**config.mk**
```make
export PLATFORM = sky130hd
export DESIGN_NAME = univ_shift_bank
export DESIGN_NICKNAME = d
export VERILOG_FILES = /design/src/rtl/usr_pkg.sv /design/src/rtl/usr_next_state.sv /design/src/rtl/usr_state_reg.sv /design/src/rtl/usr_bus_ctrl.sv /design/src/rtl/univ_shift_bank.sv
export SDC_FILE = /design/constraint.sdc
export NUM_CORES = 1
export LEC_CHECK = 0
export BUFFER_PORTS_ARGS = -buffer_cell sky130_fd_sc_hd__buf_2
export CORE_AREA = 3 3 40 42
export DETAILED_ROUTE_END_ITERATION = 8
export DIE_AREA = 0 0 43 45
export GPL_ROUTABILITY_DRIVEN = 0
export PLACE_DENSITY_LB_ADDON = 0.2
export SYNTH_ARGS = -nofsm -noshare
export SYNTH_HDL_FRONTEND = slang
export SYNTH_SLANG_ARGS = --single-unit
export TNS_END_PERCENT = 1
```
**constraint.sdc**
```tcl
create_clock -name clk -period 1.3 [get_ports clk]
set_clock_uncertainty 0.1 [all_clocks]
set_input_delay 0 -clock clk [delete_from_list [all_inputs] [get_ports clk]]
set_output_delay 0 -clock clk [all_outputs]
set_load 0.03 [all_outputs]
```
**src/rtl/usr_pkg.sv**
```systemverilog
`timescale 1ns/1ps
package usr_pkg;
   typedef enum logic [1:0] {
      MODE_KEEP  = 2'b00,
      MODE_UP    = 2'b01,
      MODE_DOWN  = 2'b10,
      MODE_LOAD  = 2'b11
   } usr_mode_e;

   function automatic logic usr_is_load(input usr_mode_e m);
      return m == MODE_LOAD;
   endfunction
endpackage

```
**src/rtl/usr_next_state.sv**
```systemverilog
`timescale 1ns/1ps
// Per-bit selection of the value captured at the next edge.
module usr_next_state #(
   parameter int WIDTH = 8
) (
   input  usr_pkg::usr_mode_e mode,
   input  logic [WIDTH-1:0]   cur_q,
   input  logic [WIDTH-1:0]   par_in,
   input  logic               ser_lo,
   input  logic               ser_hi,
   output logic [WIDTH-1:0]   nxt_q
);
   localparam int TOP = WIDTH - 1;

   for (genvar i = 0; i < WIDTH; i++) begin : g_bit
      logic from_below;
      logic from_above;
      if (i == 0) begin : g_lo_edge
         assign from_below = ser_lo;
      end else begin : g_lo_mid
         assign from_below = cur_q[i-1];
      end
      if (i == TOP) begin : g_hi_edge
         assign from_above = ser_hi;
      end else begin : g_hi_mid
         assign from_above = cur_q[i+1];
      end

      always_comb begin
         unique case (mode)
            usr_pkg::MODE_UP:   nxt_q[i] = from_below;
            usr_pkg::MODE_DOWN: nxt_q[i] = from_above;
            usr_pkg::MODE_LOAD: nxt_q[i] = par_in[i];
            default:            nxt_q[i] = cur_q[i];
         endcase
      end
   end
endmodule

```
**src/rtl/usr_state_reg.sv**
```systemverilog
`timescale 1ns/1ps
// Storage with asynchronous clear.
module usr_state_reg #(
   parameter int WIDTH = 8
) (
   input  logic             clk,
   input  logic             rst_n,
   input  logic [WIDTH-1:0] d,
   output logic [WIDTH-1:0] q
);
   always_ff @(posedge clk or negedge rst_n) begin
      if (!rst_n) begin
         q <= '0;
      end else begin
         q <= d;
      end
   end
endmodule

```
**src/rtl/usr_bus_ctrl.sv**
```systemverilog
`timescale 1ns/1ps
// Bus drive qualification. The variant picks whether capture mode frees the bus.
module usr_bus_ctrl #(
   parameter bit LOAD_FREES_BUS = 1'b1
) (
   input  usr_pkg::usr_mode_e mode,
   input  logic               oe_a_n,
   input  logic               oe_b_n,
   output logic               drive
);
   logic both_on;
   assign both_on = ~(oe_a_n | oe_b_n);

   if (LOAD_FREES_BUS) begin : g_release_on_load
      assign drive = both_on & ~usr_pkg::usr_is_load(mode);
   end else begin : g_enables_only
      assign drive = both_on;
   end
endmodule

```
**src/rtl/univ_shift_bank.sv**
```systemverilog
`timescale 1ns/1ps
module univ_shift_bank #(
   parameter int WIDTH          = 8,
   parameter bit LOAD_FREES_BUS = 1'b1
) (
   input  logic             clk,
   input  logic             rst_n,
   input  logic [1:0]       mode,
   input  logic             ser_in_lo,
   input  logic             ser_in_hi,
   input  logic             oe_a_n,
   input  logic             oe_b_n,
   input  logic [WIDTH-1:0] bus_in,
   output logic [WIDTH-1:0] bus_out,
   output logic             bus_drive,
   output logic             tail_lo,
   output logic             tail_hi
);
   localparam int TOP = WIDTH - 1;

   if (WIDTH < 2) begin : g_bad_width
      $error("univ_shift_bank: WIDTH must be at least 2");
   end

   usr_pkg::usr_mode_e mode_e;
   logic [WIDTH-1:0]   state_q;
   logic [WIDTH-1:0]   state_d;

   assign mode_e = usr_pkg::usr_mode_e'(mode);

   usr_next_state #(.WIDTH(WIDTH)) u_next (
      .mode   (mode_e),
      .cur_q  (state_q),
      .par_in (bus_in),
      .ser_lo (ser_in_lo),
      .ser_hi (ser_in_hi),
      .nxt_q  (state_d)
   );

   usr_state_reg #(.WIDTH(WIDTH)) u_state (
      .clk   (clk),
      .rst_n (rst_n),
      .d     (state_d),
      .q     (state_q)
   );

   usr_bus_ctrl #(.LOAD_FREES_BUS(LOAD_FREES_BUS)) u_bus (
      .mode   (mode_e),
      .oe_a_n (oe_a_n),
      .oe_b_n (oe_b_n),
      .drive  (bus_drive)
   );

   // contents and end bits are visible regardless of the enables.
   assign bus_out = state_q;
   assign tail_lo = state_q[0];
   assign tail_hi = state_q[TOP];
endmodule

```
==> out/qor.txt <==
==========================================================================================
Number of antenna violations at the first check in global routing                        0
Kind of cell adding the most delay to the critical path                       multiplexers
Die Outline Area                                                                  1940 µm²
Wire length of the first global-routing pass                                       1640 µm
Cell with the largest stage delay on the worst path                                 mux4_2
Final HPWL from detailed placement                                                  763 µm
Wire length per cell                                                               13.7 µm
Synth area leaders                                                            dfrtp_1, mux4_2, buf_6
Worst-case register-to-register setup slack                                        0.18 ns
Critical Path Fanout Max                                                                 4
Post-CTS Setup Repair Bufs                                                               0
Fill cell instance count of the final layout                                           109
Number of H-tree branching levels                                                        1
Buffer and inverter count on the worst path                                              0
CTS Root Buffer Type                                                              clkbuf_4
Worst Setup Path Type                                                           reg -> reg
Worst-case reg-to-reg path depth                                                         1
Largest voltage drop on the vdd net                                               0.640 mV
TritonCTS sink count                                                                     8
Fraction of power consumed by the clock network                                      0.206
Count of pins over their slew limit                                                      0
Length of the first detailed-routing pass in iterations                                  3
Sequential cell area                                                               200 µm²
Total instance count after detailed placement                                           58
Final antenna-violating net count                                                        0
TritonCTS clock tree                                                                   yes
Part of the cycle the worst path needs                                               0.859
Setup repair after global routing missed its margin                                     no
Count of placed standard cells in the final layout, fillers left out                    72
Flip-flop count of the largest register after layout                                     8
Class of the worst hold path                                                   in -> async
Post-Syn Area                                                                      425 µm²
Floorplan die width                                                                  43 µm
Synthesized flop and latch total                                                         8
Static leakage power                                                              0.309 nW
# port buffers                                                                          26
Total internal power                                                              0.575 mW
Count of pins on the block boundary                                                     27
Result of the run                                                             finished, final reports clean
Clock edge transition at the registers on the reported setup and hold paths        0.06 ns
Vertical die dimension                                                               45 µm
Switch Pwr                                                                        0.334 mW
Core outline area                                                                 1280 µm²
Biggest register                                                                 u_state.q
Crit-path max cell delay                                                           0.48 ns
# setup viols final                                                                      0
Total clock buffers created by CTS                                                       3
Worst-Margin Slew                                                                 0.269 ns
Max-cap violation count                                                                  0
Seq pwr share                                                                        0.389
Initial core utilization                                                             0.331
Syn Inst Count                                                                          21
Vias in the first global route                                                         362
Min Clock Period, post-route                                                       1.12 ns
Total power density per cell area                                              1360 nW/µm²
Headroom to the max-slew limit                                                       0.821
Overall routing resource usage                                                       0.121
Layout overhead on the synthesized area                                              57.4%
Critical R2R Capture                                                          u_state.q[4]
Longest Clk Path Bufs                                                                    2
Crit Reg-Reg Startpoint                                                       u_state.q[5]
Yosys top cell by area                                                             dfrtp_1
Average instance area after synthesis                                             20.3 µm²
DRC                                                                                      0
Later-pin clock latency in the skew report                                         0.25 ns
Number of nets in the layout                                                            75
Vias per cell                                                                         4.75
Multi-input gate area                                                              188 µm²
Sw Ratio                                                                             0.368
Std cell rows                                                                           13
Global route total overflow                                                              0
Count of vias placed by the detailed router                                            342
Total Wirelength                                                                    985 µm
Critical path, cell by cell                                                         mux4_2
Number of hold violations in the final report                                            0
Number of distinct library cells after synthesis                                         5
Total inserted antenna cells                                                             0
Number of DRC markers after the initial detailed-route iteration                         1
Proportion of netlist area held by the largest area contributor                      0.471
Share of post-route cells with drive strength above 1                                0.649
Post-Syn Nets                                                                           37
Nature of the critical path endpoint                                             flip-flop
Maximum number of pins on one net before global-route repair                            10
Max Fclk                                                                           895 MHz
YS warnings                                                                              0
Setup TNS                                                                             0 ns
Data arrival time of the critical path                                             1.13 ns
Share of total power in combinational logic                                          0.405
Critical Path Start Type                                                         flip-flop
Largest registers                                                             u_state.q x8
Critical path data required time                                                   1.32 ns
Share of the yosys chip area belonging to registers                                  0.471
==========================================================================================
## synth_stat cells, drive strengths merged
master,n
a211oi,1
buf,4
dfrtp,8
mux4,8
## layout make-up
class,instances,share of cell area
Timing Repair Buffer,37,0.359
Sequential cell,8,0.299
Multi-Input combinational cell,9,0.280
Clock buffer,3,0.0336
Tap cell,15,0.0280
## per-stage QoR
step | worst slack, ns | total power [mW] | util | hold WS (ns) | instance area (µm²)
final | 0.183 | 0.910 | 0.521 | 0.0194 | 669
after global routing | 0.153 | 0.964 | 0.521 | 0.0319 | 669
after CTS | 0.177 | 0.932 | 0.521 | 0.0173 | 669
after detailed placement | 0.191 | 0.706 | 0.418 | -0.243 | 537
after global placement | 0.219 | 0.695 | 0.418 | -0.251 | 537
after floorplan | 0.103 | 0.608 | - | -0.396 | 425
## layer usage
layer  routed length [µm]  part of all wire  vias to the layer above  global-route usage
met5                    0                 0                        -                   0
met4                    0                 0                        0              0.0542
met1                  389              0.39                      164               0.144
met3                   99              0.10                        0              0.0598
met2                  496              0.50                       18               0.186
li1                     -                 -                      160                   -
## how the worst max path moves through the flow
stage | startpoint | to | slack [ns] | depth (start not counted)
2_1_floorplan | u_state.q[1] | u_state.q[0] | 0.10 | 1
3_3_place_gp | u_state.q[3] | u_state.q[2] | 0.22 | 1
3_5_place_dp | u_state.q[5] | u_state.q[4] | 0.19 | 1
4_1_cts | u_state.q[5] | u_state.q[4] | 0.18 | 1
5_1_grt | u_state.q[5] | u_state.q[4] | 0.15 | 1
6_report | u_state.q[5] | u_state.q[4] | 0.18 | 1
## power groups by stage
stage / logic, mW / clock network [mW] / registers (mW)
floorplan: 0.151 / 0 / 0.457
global placement: 0.342 / 0 / 0.353
detailed placement: 0.347 / 0 / 0.359
CTS: 0.373 / 0.204 / 0.355
global route: 0.388 / 0.213 / 0.363
finish: 0.369 / 0.187 / 0.354
## layout by cell type, fill, tap and decap left out
cell / Yosys / final
buf_2: 0 / 26
dfrtp_1: 8 / 8
clkbuf_4: 0 / 3
mux4_2: 8 / 8
a211oi_1: 1 / 1
dlygate4sd3_1: 0 / 11
## cells by family after synthesis
group,share of synthesized area
DFF,0.471
buffers and inverters,0.0882
AOI/OAI and AO/OA,0.0177
muxes,0.424
## repair_timing
action                     4_1_cts  5_1_grt
setup endpoints to repair        0        0
resized for setup                0        0
hold buffers                    11        0
hold endpoints to repair        16        0
(Power assumes the default switching activity.)
